--- src/rtl/mop_pkg.sv ---
package mop_pkg;
    localparam int REG_W  = 4;
    localparam int TAG_W  = 7;
    localparam int DISP_W = 32;
    localparam int DEPTH  = 8;
    localparam int PTR_W  = $clog2(DEPTH);
    localparam logic [REG_W-1:0] SP_ID = 4'd4;

    typedef enum logic [1:0] {
        K_LOAD  = 2'd0,
        K_STORE = 2'd1,
        K_RMW   = 2'd2,
        K_NONE  = 2'd3
    } mop_kind_e;

    typedef enum logic [1:0] {
        SZ_8  = 2'd0,
        SZ_16 = 2'd1,
        SZ_32 = 2'd2,
        SZ_64 = 2'd3
    } mop_size_e;

    typedef struct packed {
        logic [REG_W-1:0]  base;
        logic              idx_vld;
        logic [REG_W-1:0]  idx;
        logic [1:0]        scale;
        logic [DISP_W-1:0] disp;
        mop_size_e         size;
    } addr_sig_t;

    typedef struct packed {
        logic              valid;
        addr_sig_t         sig;
        logic [TAG_W-1:0]  ptag;
    } ent_t;

    function automatic logic sig_eq(addr_sig_t a, addr_sig_t b);
        logic idx_ok;
        idx_ok = (a.idx_vld == b.idx_vld) &&
                 (!a.idx_vld || (a.idx == b.idx && a.scale == b.scale));
        return idx_ok && (a.base == b.base) && (a.disp == b.disp) && (a.size == b.size);
    endfunction

    function automatic logic op_eligible(logic gpr, mop_size_e size, logic base_vld);
        return gpr && base_vld && (size == SZ_32 || size == SZ_64);
    endfunction
endpackage

--- src/rtl/mop_entry.sv ---
module mop_entry
    import mop_pkg::*;
(
    input  logic                 clk,
    input  logic                 rst,
    input  logic                 clear_i,
    input  logic                 wr_en_i,
    input  ent_t                 wr_ent_i,
    input  logic                 rw_vld_i,
    input  logic [REG_W-1:0]     rw_reg_i,
    input  logic                 sp_vld_i,
    input  logic [DISP_W-1:0]    sp_delta_i,
    input  addr_sig_t            key_i,
    output logic                 hit_o,
    output logic [TAG_W-1:0]     ptag_o
);
    ent_t ent_q;
    ent_t post;

    // Events of this cycle are older than the op, so they shape the state
    // that the lookup sees and that is kept if no allocation lands here.
    always_comb begin
        post = ent_q;
        if (sp_vld_i) begin
            if (ent_q.sig.idx_vld && ent_q.sig.idx == SP_ID) begin
                post.valid = 1'b0;
            end else if (ent_q.sig.base == SP_ID) begin
                post.sig.disp = ent_q.sig.disp - sp_delta_i;
            end
        end
        if (rw_vld_i && (ent_q.sig.base == rw_reg_i ||
                         (ent_q.sig.idx_vld && ent_q.sig.idx == rw_reg_i))) begin
            post.valid = 1'b0;
        end
    end

    assign hit_o  = post.valid && sig_eq(post.sig, key_i);
    assign ptag_o = ent_q.ptag;

    always_ff @(posedge clk) begin
        if (rst || clear_i) begin
            ent_q <= '0;
        end else if (wr_en_i) begin
            ent_q <= wr_ent_i;
        end else begin
            ent_q <= post;
        end
    end
endmodule

--- src/rtl/mop_young_sel.sv ---
module mop_young_sel
    import mop_pkg::*;
(
    input  logic [DEPTH-1:0] hit_i,
    input  logic [PTR_W-1:0] wp_i,
    output logic             found_o,
    output logic [PTR_W-1:0] sel_o
);
    logic [PTR_W-1:0] cand;

    // The slot just behind the write pointer is the youngest; walk backwards.
    always_comb begin
        found_o = 1'b0;
        sel_o   = '0;
        cand    = '0;
        for (int k = 1; k <= DEPTH; k++) begin
            cand = wp_i - PTR_W'(k);
            if (!found_o && hit_i[cand]) begin
                found_o = 1'b1;
                sel_o   = cand;
            end
        end
    end
endmodule

--- src/rtl/mop_verify.sv ---
module mop_verify
    import mop_pkg::*;
(
    input  logic             clk,
    input  logic             rst,
    input  logic             vfy_vld_i,
    input  logic             pred_hit_i,
    input  logic             alias_i,
    input  logic [TAG_W-1:0] ltag_i,
    output logic             mispredict_o,
    output logic             flush_req_o,
    output logic [TAG_W-1:0] flush_tag_o
);
    assign mispredict_o = vfy_vld_i && (pred_hit_i != alias_i);

    always_ff @(posedge clk) begin
        if (rst) begin
            flush_req_o <= 1'b0;
            flush_tag_o <= '0;
        end else begin
            flush_req_o <= mispredict_o;
            flush_tag_o <= ltag_i;
        end
    end
endmodule

--- src/rtl/mop_rename_top.sv ---
module mop_rename_top
    import mop_pkg::*;
(
    input  logic              clk,
    input  logic              rst,
    input  logic              op_vld,
    input  logic [1:0]        op_kind,
    input  logic [1:0]        op_size,
    input  logic              op_gpr,
    input  logic              op_base_vld,
    input  logic [REG_W-1:0]  op_base,
    input  logic              op_idx_vld,
    input  logic [REG_W-1:0]  op_idx,
    input  logic [1:0]        op_scale,
    input  logic [DISP_W-1:0] op_disp,
    input  logic [TAG_W-1:0]  op_ptag,
    input  logic              rw_vld,
    input  logic [REG_W-1:0]  rw_reg,
    input  logic              sp_vld,
    input  logic [DISP_W-1:0] sp_delta,
    input  logic              vfy_vld,
    input  logic              vfy_pred_hit,
    input  logic              vfy_alias,
    input  logic [TAG_W-1:0]  vfy_ltag,
    output logic              byp_vld,
    output logic [TAG_W-1:0]  byp_tag,
    output logic              flush_req,
    output logic [TAG_W-1:0]  flush_tag
);
    mop_kind_e        kind;
    addr_sig_t        key;
    ent_t             wr_ent;
    logic             elig, lookup_en, alloc_en, mispredict, found;
    logic [DEPTH-1:0] hit_vec;
    logic [TAG_W-1:0] ptag_arr [DEPTH];
    logic [PTR_W-1:0] wp_q, sel;

    assign kind = mop_kind_e'(op_kind);

    always_comb begin
        key.base    = op_base;
        key.idx_vld = op_idx_vld;
        key.idx     = op_idx;
        key.scale   = op_scale;
        key.disp    = op_disp;
        key.size    = mop_size_e'(op_size);
        wr_ent.valid = 1'b1;
        wr_ent.sig   = key;
        wr_ent.ptag  = op_ptag;
    end

    assign elig      = op_vld && op_eligible(op_gpr, mop_size_e'(op_size), op_base_vld);
    assign lookup_en = elig && (kind == K_LOAD || kind == K_RMW);
    assign alloc_en  = elig && (kind == K_STORE || kind == K_RMW) && !mispredict;

    mop_verify u_vfy (
        .clk          (clk),
        .rst          (rst),
        .vfy_vld_i    (vfy_vld),
        .pred_hit_i   (vfy_pred_hit),
        .alias_i      (vfy_alias),
        .ltag_i       (vfy_ltag),
        .mispredict_o (mispredict),
        .flush_req_o  (flush_req),
        .flush_tag_o  (flush_tag)
    );

    for (genvar g = 0; g < DEPTH; g++) begin : g_ent
        mop_entry u_ent (
            .clk        (clk),
            .rst        (rst),
            .clear_i    (mispredict),
            .wr_en_i    (alloc_en && (wp_q == PTR_W'(g))),
            .wr_ent_i   (wr_ent),
            .rw_vld_i   (rw_vld),
            .rw_reg_i   (rw_reg),
            .sp_vld_i   (sp_vld),
            .sp_delta_i (sp_delta),
            .key_i      (key),
            .hit_o      (hit_vec[g]),
            .ptag_o     (ptag_arr[g])
        );
    end

    mop_young_sel u_sel (
        .hit_i   (hit_vec),
        .wp_i    (wp_q),
        .found_o (found),
        .sel_o   (sel)
    );

    always_ff @(posedge clk) begin
        if (rst || mispredict) begin
            wp_q <= '0;
        end else if (alloc_en) begin
            wp_q <= wp_q + 1'b1;
        end
    end

    always_ff @(posedge clk) begin
        if (rst) begin
            byp_vld <= 1'b0;
            byp_tag <= '0;
        end else begin
            byp_vld <= lookup_en && found;
            byp_tag <= ptag_arr[sel];
        end
    end
endmodule

--- config.mk ---
export PLATFORM = sky130hd
export DESIGN_NAME = mop_rename_top
export DESIGN_NICKNAME = d
export VERILOG_FILES = /design/src/rtl/mop_pkg.sv /design/src/rtl/mop_entry.sv /design/src/rtl/mop_young_sel.sv /design/src/rtl/mop_verify.sv /design/src/rtl/mop_rename_top.sv
export SDC_FILE = /design/constraint.sdc
export NUM_CORES = 2
export LEC_CHECK = 0
export ABC_AREA = 1
export CORE_UTILIZATION = 64
export CTS_CLUSTER_SIZE = 28
export DETAILED_ROUTE_END_ITERATION = 8
export PLACE_DENSITY = 0.85
export SETUP_SLACK_MARGIN = 0.02
export SLEW_MARGIN = 20
export SYNTH_ARGS = -nofsm -noshare
export SYNTH_HDL_FRONTEND = slang
export SYNTH_HIERARCHICAL = 1
export SYNTH_SLANG_ARGS = --single-unit
--- constraint.sdc ---
create_clock -name clk -period 4.4 [get_ports clk]
set_input_delay 0.88 -clock clk [delete_from_list [all_inputs] [get_ports clk]]
set_output_delay 0.88 -clock clk [all_outputs]
set_load 0.02 [all_outputs]
==> qor.yml, run 1 <==
yosysWarnings: 6
htreeDepth: 2
status: "did not finish"
cts_buffers: 53
post-dp-hpwl_um: 153000
synth_top_family_by_area: "simple AND/OR/NAND/NOR gates"
synth_cells: 8988
synth_xor_area_share_pct: 1.47
muxShareOfSynthArea_pct: 0
die_h_um: 279
ys_ff_latch: 443
async_reset_ff_share_pct: 0
synth-simple-area-share_pct: 46.4
routabilityCongestion: 1.06
ioPinCount: 123
hold_buffers: 0
row_count: 101
dp.cells: 10991
seq_area_frac_synth_pct: 18.1
worst_endpoint_kind: "register input"
cts.sinks: 443
syn-cell-area_um2: 49000
synth_flop_cell: "dfxtp_1"
crit_endpoint: "byp_tag[3]$_SDFF_PP0_/D"
syn_avg_cell_area_um2: 5.45
cts_max_path_buffers: 3
synth_edf_count: 0
synth_top_area_share_pct: 23.1
synth.distinct_cells: 52
overflow: 1066
start_util_pct: 64.6
synthAdderAreaFrac_pct: 7.12
port_buffers: 122
synth-compound-area-share_pct: 10.8
error_line: "[ERROR GRT-0232] Routing congestion too high. Check the congestion heatmap in the GUI."
ys_top_cells_by_area: "nand2_1 (23%), dfxtp_1 (18%), inv_1 (13%), nand3_1 (8.0%), ha_1 (6.8%)"
die_x_um: 279
yosys.area.top_type: "nand2_1"
clock-root-buffer: "clkbuf_16"
grt_max_degree: 82
grt_use_total_pct: 90.5
stop_stage: "global routing"
## stage by stage
step                area [µm²]  setup WS (ns)  TNS, ns  hold WS, ns
CTS                      67300        -0.0816   -0.444        0.463
detailed placement       60200          -1.57   -11.91        0.452
global placement         60200          -1.61   -12.13        0.447
floorplan                49000          0.247        0        0.441
## per-layer routing
metal,GRT usage [%],GRT overflow
met1,87.9,99
met2,101,570
met3,82.5,91
met4,93.2,292
met5,64.0,14
## kinds of logic after synthesis
kind of cell / Yosys count
XOR/XNOR: 79
adder cells (fa/ha/maj): 274
AO/OA/AOI/OAI: 1002
flip-flops: 443
other: 1
buffers and inverters: 1945
AND/OR/NAND/NOR: 5244
## timing repair
action,4_1_cts
setup buffers,144
pin swaps,222
setup endpoints to repair,8
gates cloned,2
gates resized for setup,858
## Yosys cell counts, types with 2 or more instances
master and instances:
o21bai_1 38, buf_2 21, nand2_2 59, and3_1 7, nand3_1 778, buf_6 28
o211ai_1 44, or2_1 45, buf_8 5, buf_4 63, nor3_1 57, or2_2 96
inv_4 8, nor2_2 45, inv_2 55, nand2_1 3016, ha_1 266, nor2_4 11
o21ai_0 395, nand3b_1 122, nor3_2 8, dfxtp_1 443, nor4_1 4, a31oi_1 2
buf_1 8, nor2_1 823, xnor2_1 8, a21oi_2 10, a21oi_1 499, fa_1 8
xor2_1 69, or2_0 5, nand3_2 25, nand3_4 10, and2_1 16, inv_1 1632
nand4_1 102, nor2_8 5, nand2_4 8, clkbuf_1 119, clkinv_1 4, o21a_1 10
o211a_1 2
==> run 2: changes to the inputs <==
--- a/config.mk
+++ b/config.mk
@@ -6,11 +6,9 @@
 export NUM_CORES = 2
 export LEC_CHECK = 0
 export ABC_AREA = 1
-export CORE_UTILIZATION = 64
-export CTS_CLUSTER_SIZE = 28
+export CORE_UTILIZATION = 40
 export DETAILED_ROUTE_END_ITERATION = 8
-export PLACE_DENSITY = 0.85
-export SETUP_SLACK_MARGIN = 0.02
+export PLACE_DENSITY_LB_ADDON = 0.15
 export SLEW_MARGIN = 20
 export SYNTH_ARGS = -nofsm -noshare
 export SYNTH_HDL_FRONTEND = slang
==> run 2 against run 1 <==
Net effect: the flow now finishes, with violations (DRC, setup timing); synthesized cell count unchanged; area after synthesis unchanged.
==> qor.yml, run 2 <==
synth.distinct_cells: 52
cp-start-kind: "input port"
overflow: 0
via_per_inst: 5.13
row_count: 128
synth_flop_cell: "dfxtp_1"
fp.dieArea_um2: 124000
hp-class: "reg -> reg"
core_area_um2: 122000
worstPathArrival_ns: 5.29
status: "complete, but fails checks"
area_growth_pct: 46.2
die_x_um: 352
grt_max_degree: 82
layout-drive-gt1-share_pct: 28.7
crit_type: "in -> reg"
yosys.area.top_type: "nand2_1"
grt_pass1_vias: 56342
cp-startpoint: "sp_delta[8]"
slew-limit-headroom_pct: 28.8
post-dp-hpwl_um: 174000
grt_antenna_before_repair: 6
cts_max_path_buffers: 3
total_power_w: 0.0128
num-fill-cells: 11982
ys_top_cells_by_area: "nand2_1 (23%), dfxtp_1 (18%), inv_1 (13%), nand3_1 (8.0%), ha_1 (6.8%)"
start_util_pct: 40.3
p_per_area_nw_per_um2: 179
clkTransAtPathRegs_ns: 0.06
p_leak_nw: 38.1
drtPass1Iterations: 8
avgRoutedWirePerCell_um: 19.1
synth_edf_count: 0
worst_pin_slew_ns: 1.07
synth_cells: 8988
slowest_stage: "nor2_4"
grt_use_total_pct: 35.3
cp_slowest_stage_delay_ns: 0.30
crit_required_ns: 5.02
routabilityCongestion: 1.00
slew_violations: 0
synth_top_area_share_pct: 23.1
largest_reg_flops: 368
synth_commonest_cells: "nand2_1 (3016), inv_1 (1632), nor2_1 (823)"
synth-simple-area-share_pct: 46.4
clock_latency_ns: 0.74
port_buffers: 122
violations: "DRC, setup timing"
fin_skew_ns: 0.0693
min_period_ns: 4.67
finalWirelength_um: 231000
grt_setup_unrepaired: "yes"
syn-cell-area_um2: 49000
fmax_mhz: 214
ys_ff_latch: 443
period_share_pct: 106
synth_xor_area_share_pct: 1.47
syn_avg_cell_area_um2: 5.45
vias: 61993
grt_pass1_wl_um: 338000
path_max_fanout: 8
fin_ws_ns: -0.270
vdd_ir_drop_max_uv: 320
maxCapViolations: 0
cts.sinks: 443
synthAdderAreaFrac_pct: 7.12
die_h_um: 352
timing.rr.start: "g_ent[0].u_ent/ent_q[9]"
seq_area_frac_synth_pct: 18.1
final_cell_mix: "nand2_1 (2658), inv_1 (1574), buf_4 (1250)"
setup_viol: 7
post-route-drc-count: 2
hold_start: "g_ent[6].u_ent/ptag_o[5]"
cts_tree: "done"
end_kind: "flop"
cts_buffers: 61
synth_top_family_by_area: "simple AND/OR/NAND/NOR gates"
synth-compound-area-share_pct: 10.8
final_common_cell: "nand2_1"
fin_nets: 10776
async_reset_ff_share_pct: 0
muxShareOfSynthArea_pct: 0
detail-route-antenna-nets: 0
post-place-ws_ns: -2.12
ioPinCount: 123
clock-root-buffer: "clkbuf_16"
post-synth-top-count-cell: "nand2_1"
yosysWarnings: 6
top_register: "g_ent.u_ent/ent_q"
hold_viol: 0
htreeDepth: 2
crit_path_frequent_cell: "nand2_1"
dr.first_iter.drc_count: 5433
run 2: critical path: cells and delay by family:
kind | cells | cell delay, ns
and+or+nand+nor | 33 | 3.00
adders and majority gates | 1 | 0.27
buffers and inverters | 9 | 1.03
run 2: path summary, 6_finish.rpt:
path | endpoint | slack (ns) | cells after the start
worst min-delay path | g_ent[6].u_ent/ptag_o[5] | 0.46 | 2
worst max register to register | byp_tag[0] | -0.18 | 39
worst max-delay path | byp_tag[0] | -0.27 | 43
worst min register to register | g_ent[6].u_ent/ptag_o[5] | 0.46 | 2
run 2: kinds of logic after synthesis:
family | count (synthesis)
simple gates | 5244
buf+inv | 1945
compound gates | 1002
flops | 443
fa+ha+maj | 274
xor+xnor | 79
other cells | 1
run 2: report_power, final:
part | switching (W) | leakage (nW) | internal, W
clock | 0.00230 | 1.04 | 0.00317
combinational | 0.00191 | 33.5 | 0.00138
sequential | 0.0000121 | 3.57 | 0.00403
run 2: final cells by class:
| cell class | count | area, µm² | area share, % |
|---|---|---|---|
| multi-input cells | 6607 | 37700 | 52.7 |
| repair buffers | 1582 | 14400 | 20.1 |
| flip-flops and latches | 443 | 8870 | 12.4 |
| inverters | 1699 | 6420 | 8.98 |
| well taps | 1625 | 2030 | 2.84 |
| clock buffers | 82 | 1690 | 2.35 |
| clock inverters | 32 | 457 | 0.638 |
| diodes | 3 | 7.51 | 0.0105 |
| repair inverters | 1 | 6.26 | 0.00874 |
run 2: repair_timing:
| action | in CTS | in global routing |
|---|---|---|
| hold buffers | 0 | 0 |
| gates resized for setup | 428 | 978 |
| gates cloned | 0 | 4 |
| pin swaps | 66 | 322 |
| endpoints found under the hold margin | 0 | 0 |
| buffers inserted | 51 | 68 |
| setup endpoints to repair | 8 | 8 |
run 2: layer usage:
layer / up-vias / track usage (%) / wire length (µm)
met4: 6 / 15.5 / 10900
met1: 28586 / 47.5 / 98700
met5: - / 0 / 34
met3: 433 / 5.00 / 19700
li1: 30690 / - / -
met2: 2278 / 55.7 / 101000
run 2: through the flow:
stage	hold slack (ns)	cells	TNS (ns)	utilization [%]	instance area [µm²]
3_5_place_dp	0.454	11839	-16.42	51.5	62600
2_1_floorplan	0.441	8995	0	-	49000
3_3_place_gp	0.449	11839	-16.78	51.5	62600
6_report	0.463	12074	-1.71	58.9	71600
4_1_cts	0.464	12003	-3.59	55.3	67300
5_1_grt	0.477	12071	-3.25	58.9	71600
Power figures use the tool's default switching activity.
